--- config.mk ---
export PLATFORM = sky130hd
export DESIGN_NAME = rtp_chan_dispatch
export DESIGN_NICKNAME = d
export VERILOG_FILES = /design/src/rtl/rtpd_pkg.sv /design/src/rtl/rtpd_ctrl.sv /design/src/rtl/rtpd_dpath.sv /design/src/rtl/rtp_chan_dispatch.sv
export SDC_FILE = /design/constraint.sdc
export NUM_CORES = 1
export LEC_CHECK = 0
export BUFFER_PORTS_ARGS = -buffer_cell sky130_fd_sc_hd__buf_2
export CORE_MARGIN = 2
export CORE_UTILIZATION = 40
export DETAILED_ROUTE_END_ITERATION = 8
export PLACE_DENSITY = 0.51
export RECOVER_POWER = 25
export SYNTH_ARGS = -nofsm -noshare
export SYNTH_HDL_FRONTEND = slang
export SYNTH_HIERARCHICAL = 1
export SYNTH_SLANG_ARGS = --single-unit
--- constraint.sdc ---
create_clock -name clk -period 4.2 [get_ports clk]
set_input_delay 0 -clock clk [delete_from_list [all_inputs] [get_ports clk]]
set_output_delay 0 -clock clk [all_outputs]
set_load 0.01 [all_outputs]
--- src/rtl/rtpd_pkg.sv ---
package rtpd_pkg;
  parameter int PT_W  = 7;
  parameter int LEN_W = 16;

  typedef enum logic [1:0] {
    CLS_PCM  = 2'd0,
    CLS_HDLC = 2'd1,
    CLS_CPU  = 2'd2,
    CLS_DROP = 2'd3
  } chanClass_t;

  typedef struct packed {
    logic             valid;
    logic             keyIsLen;
    logic             marker;
    logic             markerIgnore;
    logic [PT_W-1:0]  pt;
    logic [LEN_W-1:0] udpLen;
    chanClass_t       cls;
  } entry_t;

  // control -> datapath strobes
  typedef struct packed {
    logic loadKey;
    logic searchEn;
    logic capHit;
    logic capMiss;
  } strobe_t;
endpackage

--- src/rtl/rtpd_ctrl.sv ---
module rtpd_ctrl
  import rtpd_pkg::*;
(
  input  logic    clk,
  input  logic    rstN,
  input  logic    reqValid,
  input  logic    rspReady,
  input  logic    hit,
  input  logic    atLast,
  output logic    reqReady,
  output logic    rspValid,
  output logic    cfgWrReady,
  output strobe_t stb
);
  typedef enum logic [1:0] {ST_IDLE, ST_SEARCH, ST_RESP} state_t;
  state_t state, stateNext;

  always_comb begin
    stb        = '0;
    reqReady   = (state == ST_IDLE);
    rspValid   = (state == ST_RESP);
    cfgWrReady = (state != ST_SEARCH);
    stateNext  = state;
    unique case (state)
      ST_IDLE: begin
        stb.loadKey = reqValid;
        if (reqValid) stateNext = ST_SEARCH;
      end
      ST_SEARCH: begin
        stb.searchEn = 1'b1;
        stb.capHit   = hit;
        stb.capMiss  = !hit && atLast;
        if (hit || atLast) stateNext = ST_RESP;
      end
      ST_RESP: begin
        if (rspReady) stateNext = ST_IDLE;
      end
      default: stateNext = ST_IDLE;
    endcase
  end

  always_ff @(posedge clk or negedge rstN) begin
    if (!rstN) state <= ST_IDLE;
    else       state <= stateNext;
  end
endmodule

--- src/rtl/rtpd_dpath.sv ---
module rtpd_dpath
  import rtpd_pkg::*;
#(
  parameter int NUM_ENTRIES = 16,
  localparam int IDX_W = $clog2(NUM_ENTRIES)
) (
  input  logic             clk,
  input  logic             rstN,
  input  strobe_t          stb,
  input  logic             reqMarker,
  input  logic [PT_W-1:0]  reqPt,
  input  logic             reqHasRtp,
  input  logic [LEN_W-1:0] reqUdpLen,
  input  logic             cfgWe,
  input  logic [IDX_W-1:0] cfgAddr,
  input  entry_t           cfgEntry,
  output logic             hit,
  output logic             atLast,
  output logic [IDX_W-1:0] rspEntry,
  output logic [1:0]       rspClass,
  output logic             rspNoMatch
);
  entry_t           tbl [NUM_ENTRIES];
  logic             kMarker, kHasRtp;
  logic [PT_W-1:0]  kPt;
  logic [LEN_W-1:0] kLen;
  logic [IDX_W-1:0] idx;
  entry_t           cur;

  for (genvar g = 0; g < NUM_ENTRIES; g++) begin : g_entry
    always_ff @(posedge clk or negedge rstN) begin
      if (!rstN)                                  tbl[g] <= '0;
      else if (cfgWe && cfgAddr == IDX_W'(g))     tbl[g] <= cfgEntry;
    end
  end

  always_ff @(posedge clk or negedge rstN) begin
    if (!rstN) begin
      kMarker <= 1'b0;
      kHasRtp <= 1'b0;
      kPt     <= '0;
      kLen    <= '0;
    end else if (stb.loadKey) begin
      kMarker <= reqMarker;
      kHasRtp <= reqHasRtp;
      kPt     <= reqPt;
      kLen    <= reqUdpLen;
    end
  end

  always_ff @(posedge clk or negedge rstN) begin
    if (!rstN)                              idx <= '0;
    else if (stb.loadKey)                   idx <= '0;
    else if (stb.searchEn && !hit && !atLast) idx <= idx + 1'b1;
  end

  always_comb begin
    cur    = tbl[idx];
    atLast = (idx == IDX_W'(NUM_ENTRIES - 1));
    if (!cur.valid)        hit = 1'b0;
    else if (cur.keyIsLen) hit = !kHasRtp && (cur.udpLen == kLen);
    else                   hit = kHasRtp && (cur.pt == kPt) &&
                                 (cur.markerIgnore || cur.marker == kMarker);
  end

  always_ff @(posedge clk or negedge rstN) begin
    if (!rstN) begin
      rspEntry   <= '0;
      rspClass   <= CLS_DROP;
      rspNoMatch <= 1'b0;
    end else if (stb.capHit) begin
      rspEntry   <= idx;
      rspClass   <= cur.cls;
      rspNoMatch <= 1'b0;
    end else if (stb.capMiss) begin
      rspEntry   <= '0;
      rspClass   <= CLS_DROP;
      rspNoMatch <= 1'b1;
    end
  end
endmodule

--- src/rtl/rtp_chan_dispatch.sv ---
module rtp_chan_dispatch
  import rtpd_pkg::*;
#(
  parameter int NUM_ENTRIES = 16,
  localparam int IDX_W = $clog2(NUM_ENTRIES)
) (
  input  logic             clk,
  input  logic             rstN,
  input  logic             reqValid,
  output logic             reqReady,
  input  logic             reqMarker,
  input  logic [PT_W-1:0]  reqPt,
  input  logic             reqHasRtp,
  input  logic [LEN_W-1:0] reqUdpLen,
  input  logic             cfgWrValid,
  output logic             cfgWrReady,
  input  logic [IDX_W-1:0] cfgWrAddr,
  input  logic             cfgWrEntryValid,
  input  logic             cfgWrKeyIsLen,
  input  logic             cfgWrMarker,
  input  logic             cfgWrMarkerIgnore,
  input  logic [PT_W-1:0]  cfgWrPt,
  input  logic [LEN_W-1:0] cfgWrUdpLen,
  input  logic [1:0]       cfgWrClass,
  output logic             rspValid,
  input  logic             rspReady,
  output logic [IDX_W-1:0] rspEntry,
  output logic [1:0]       rspClass,
  output logic             rspNoMatch
);
  strobe_t stb;
  logic    hit, atLast;
  entry_t  cfgEntry;

  always_comb begin
    cfgEntry.valid        = cfgWrEntryValid;
    cfgEntry.keyIsLen     = cfgWrKeyIsLen;
    cfgEntry.marker       = cfgWrMarker;
    cfgEntry.markerIgnore = cfgWrMarkerIgnore;
    cfgEntry.pt           = cfgWrPt;
    cfgEntry.udpLen       = cfgWrUdpLen;
    cfgEntry.cls          = chanClass_t'(cfgWrClass);
  end

  rtpd_ctrl ctrl_i (
    .clk(clk), .rstN(rstN), .reqValid(reqValid), .rspReady(rspReady),
    .hit(hit), .atLast(atLast), .reqReady(reqReady), .rspValid(rspValid),
    .cfgWrReady(cfgWrReady), .stb(stb)
  );

  rtpd_dpath #(.NUM_ENTRIES(NUM_ENTRIES)) dpath_i (
    .clk(clk), .rstN(rstN), .stb(stb),
    .reqMarker(reqMarker), .reqPt(reqPt), .reqHasRtp(reqHasRtp), .reqUdpLen(reqUdpLen),
    .cfgWe(cfgWrValid && cfgWrReady), .cfgAddr(cfgWrAddr), .cfgEntry(cfgEntry),
    .hit(hit), .atLast(atLast),
    .rspEntry(rspEntry), .rspClass(rspClass), .rspNoMatch(rspNoMatch)
  );
endmodule

# After elaboration in Yosys (flattened, before gate mapping)
# Cells that the tools add are included.
# W data, S select, Z words.
# word_totals
input_bits	63
elab_cells	201
register_bits	502
out_inout_bits	10
# op_classes
n_mux	19
magnitude_cmp	1
bitwise_logic	1
n_eq_ne	25
add_sub_neg	1
n_reduce_logical	33
# ops
operator	n
$bmux W29 S4	1
$mux W29	2
$eq A4 B4 Y1 const B	9
$logic_and A1 B1 Y1	23
$eq A16 B16 Y1	1
$eq A4 B3 Y1 const B	4
$mux W4	4
$mux W2	5
$eq A4 B2 Y1 const B	2
$eq A7 B7 Y1	1
$ne A2 B1 Y1 const B	3
$pmux W2 S3	1
$ge A5 B5 Y1 const B	1
$mux W1	5
$not A4 Y5	1
$add A4 B1 Y4 const B	1
$eq A4 B1 Y1 const B	1
$logic_not A4 Y1	1
$reduce_bool A2 Y1	2
$logic_not A1 Y1	3
$mux W3	1
$reduce_and A3 Y1	1
$eq A2 B1 Y1 const B	1
$eq A2 B2 Y1 const B	1
4 further kinds	5

# Longest topological paths before layout
# depth
depth_word	16
depth_mapped	15
depth_no_buf	11

# Cells and area by module
# Netlist, hierarchy kept.
# modules_own_cells
module	cells_per_inst	n_inst	area_each_um2
rtpd_dpath	1477	1	22892.0
rtpd_ctrl	13	1	132.6
rtp_chan_dispatch	1	1	6.3

# Worst setup path after synthesis
# OpenSTA, ideal clock, no wires.
# synth_timing
path_type	register to register
start	register dpath_i.idx[0]
end	register dpath_i.rspEntry[0]
setup_ps	121
stages_incl_launch_ff	13
slack_ps	1068
path_buffers	3
t_required_ps	4079
arrival_time_ps	3011
cell_sequence	dfrtp_1 > buf_6 > buf_2 > mux4_1 > a221oi_2 > xor2_1 > nand2_1 > nor4_4 > a21o_1 > and2_2 > clkbuf_1 > nor2_1 > a22o_1
# synth_rtl
element	line	source
from (decl)	rtpd_dpath.sv:27	logic [IDX_W-1:0] idx;
from (signal assigned)	rtpd_dpath.sv:54	else if (stb.searchEn && !hit && !atLast) idx <= idx + 1'b1;
to (signal assigned)	rtpd_dpath.sv:72	rspEntry <= idx;
to (decl)	rtpd_dpath.sv:19	output logic [IDX_W-1:0] rspEntry,

==> run_results.csv <==
group,metric,value,unit
critical_path,crit_required,4.72,ns
sta,period_minus_slack,3.85,ns
critical_path,crit_arrival,4.37,ns
final_layout,num-nets-final,1688,
clocking,clockRootBuffer,"clkbuf_16",
flow_run,drv_cap,1,
critical_path,start_kind,"flip-flop",
placement,port_buffers,72,
synthesis,ys_warn_count,6,
floorplan,io_pins,73,
final_layout,final_area,26900,µm²
floorplan,coreArea,56600,µm²
clocking,cts_buffers,58,
global_routing,track_usage,21.0,%
detailed_routing,drcViolationCount,0,
sta,hold_violations,0,
global_routing,antenna_found_initial,0,
global_routing,grt_pass1_wl,93500,µm
clocking,clock_latency,0.62,ns
pwr,powerDensity,692,nW/µm²
synthesis,synth_xor_xnor_area_share,0.989,%
final_layout,final_cell_mix,"dfrtp_1 (497), mux2_2 (496), mux4_2 (85)",
floorplan,rows,87,
final_layout,final_common_cell,"dfrtp_1",
synthesis,synthCells,1491,
synthesis,synthArstFlopShare,100,%
sta,min_period_over_period,91.7,%
synthesis,synthSimpleGateAreaFrac,2.40,%
pwr,ir_drop,0.338,mV
final_layout,antennaDiodeCount,0,
critical_path,criticalPathCategory,"flip-flop to flip-flop",
floorplan,die_h,244,µm
status,failed_checks,"max-capacitance violations, max-slew violations",
clocking,cts_tree,"yes",
sta,rsz0062_at_grt,"no",
global_routing,overflow,0,
detailed_routing,routed_wl,61000,µm
synthesis,synthAdderAreaFrac,0.0543,%
status,status,"finished, violations left",
critical_path,crit_path_end_kind,"flip-flop",
synthesis,synth_area_per_cell,15.4,µm²
synthesis,synthMuxAreaShare,36.7,%
detailed_routing,dr.pass1.iters,5,
pwr,power.static_leakage,0.0125,µW
synthesis,synthFlopType,"dfrtp_1",
sta,maxSlewViolCount,95,
detailed_routing,vias_per_cell,5.51,
synthesis,synth.yosys.seq_area_share,54.6,%
final_layout,drive_gt1_share,50.9,%
worst_hold_path,min_path_type,"input pin to flip-flop",
synthesis,syn_area,23000,µm²
clocking,clock-sinks,502,
placement,gp_congestion,0.756,
clocking,clkTransAtPathRegs,0.06,ns
clocking,clock_path_buffers,3,
placement,dpl-instance-area,24500,µm²
floorplan,die_area,59500,µm²
detailed_routing,drt-initial-drc-count,746,
synthesis,ys_types,64,
sta,tightest_slew,2.61,ns
sta,tns,0,ns
sta,relSlewSlack,-74.1,%
synthesis,synth_compound_area_share,2.69,%
sta,finClkSkew,0.0176,ns
detailed_routing,wl_per_cell,25.2,µm
clocking,htree_levels,2,
sta,finalSetupViolCount,0,
synthesis,ys_seq_elements,502,
detailed_routing,ant_nets,0,
synthesis,synth_top_family_by_area,"multiplexers",
global_routing,grt_max_degree,123,
placement,place_hpwl,37100,µm
final_layout,areaGrowthSynthToFinish,17.0,%
critical_path,cp_max_fo,24,
sta,max_freq,260,MHz
detailed_routing,vias,13300,
floorplan,fp.dieW,244,µm
synthesis,synth_edf_count,0,
synthesis,synth.net_count,1555,
floorplan,initial_core_util,40.7,%
global_routing,grt_pass1_vias,14100,
## Yosys cell counts (5+ instances only)
library cell,number,share of area [%]
a21o_1,6,0.20
buf_6,7,0.34
buf_1,21,0.34
a22oi_1,9,0.29
buf_4,7,0.23
buf_2,14,0.30
nor3_1,6,0.13
mux2_2,496,24
nand3_1,8,0.17
nor2_1,23,0.37
nand4_1,5,0.14
inv_1,5,0.081
dfrtp_1,500,54
a221oi_1,6,0.23
xnor2_1,21,0.80
clkbuf_1,72,1.2
and3_1,5,0.14
nand2b_1,5,0.14
nand2_1,12,0.20
mux4_1,11,1.3
o22ai_1,9,0.24
a211oi_1,5,0.16
a22o_1,11,0.42
mux4_2,85,8.3
xor2_1,5,0.19
mux2i_1,67,2.9
nor2b_1,7,0.19
## per-stage QoR
stage / std cells / util (%) / setup slack, ns / power (µW) / hold slack [ns]
after floorplan: 1491 / - / 1.07 / 11900 / -0.296
after global placement: 2264 / 43.4 / 0.361 / 13700 / 0.116
after detailed placement: 2264 / 43.4 / 0.363 / 13800 / 0.111
after CTS: 2423 / 47.7 / 0.326 / 18900 / 0.0589
after global routing: 2423 / 47.6 / 0.0994 / 19700 / 0.0832
final: 2423 / 47.6 / 0.348 / 18600 / 0.0988
## sequential cells by signal (all words and copies together), names as in the netlist
register            count
ctrl_i/state            2
dpath_i/rspClass        2
dpath_i/kHasRtp         1
dpath_i/rspEntry        4
dpath_i/kPt             7
dpath_i/tbl           464
dpath_i/rspNoMatch      1
dpath_i/kLen           16
dpath_i/idx             4
dpath_i/kMarker         1
## metal layers
metal | vias up | global-route usage (%) | share of wire, %
li1 | 5847 | - | -
met4 | 0 | 5.49 | 2.0
met3 | 86 | 2.59 | 3.2
met1 | 7191 | 29.6 | 46
met5 | - | 0 | 0
met2 | 224 | 34.7 | 49
## timing repair
action | in CTS | in global routing
hold buffers | 56 | 0
endpoints found under the hold margin | 580 | 0
endpoints found under the setup margin | 0 | 0
gates resized for setup | 0 | 0
setup buffers | 0 | 0
## cells by family after synthesis
kind of cell / Yosys count
DFF: 502
buffers and inverters: 128
muxes: 659
xor gates and xnor gates: 26
AOI/OAI and AO/OA: 77
adders and majority gates: 1
and+or+nand+nor: 98
## worst max-delay path, cell delays in order, from the launching register on
cell	delay, ns
dfrtp_4	0.76
buf_12	0.28
mux4_2	0.51
mux2_2	0.28
o22ai_1	0.18
xor2_1	0.16
nand4_1	0.22
nor4_4	0.31
a21o_1	0.32
and2_2	0.32
nand2_1	0.10
a211oi_1	0.22
a311oi_1	0.08
## final cells by class
| cell class | count | area (µm²) |
|---|---|---|
| flip-flops and latches | 502 | 12600 |
| clock inverters | 20 | 138 |
| clock buffers | 83 | 1750 |
| inverters | 6 | 22.5 |
| well taps | 756 | 946 |
| repair buffers | 195 | 1560 |
| fillers | 4966 | 29700 |
| multi-input cells | 861 | 9960 |
## power breakdown
| group | internal (µW) | switching [µW] |
|---|---|---|
| registers | 6570 | 1150 |
| clock network | 2930 | 2020 |
| logic | 3440 | 2530 |
| total | 12900 | 5700 |
## worst paths after layout
| check | from | end | slack (ns) | cells after the start |
|---|---|---|---|---|
| worst max-delay path | dpath_i/idx[0]$_DFFE_PN0P_ | dpath_i/rspClass[0]$_DFFE_PN1P_ | 0.35 | 12 |
| worst min-delay path | reqValid | dpath_i/kMarker$_DFFE_PN0P_ | 0.1 | 4 |
| worst max register to register | dpath_i/idx[0]$_DFFE_PN0P_ | dpath_i/rspClass[0]$_DFFE_PN1P_ | 0.35 | 12 |
| worst min register to register | dpath_i/tbl[415]$_DFFE_PN0P_ | dpath_i/tbl[415]$_DFFE_PN0P_ | 0.50 | 1 |
| max in group asynchronous | rstN | dpath_i/tbl[171]$_DFFE_PN0P_ | 0.98 | 3 |
| min in group asynchronous | rstN | dpath_i/tbl[281]$_DFFE_PN0P_ | 0.74 | 2 |
No activity file was read; power rests on OpenSTA's default activity.
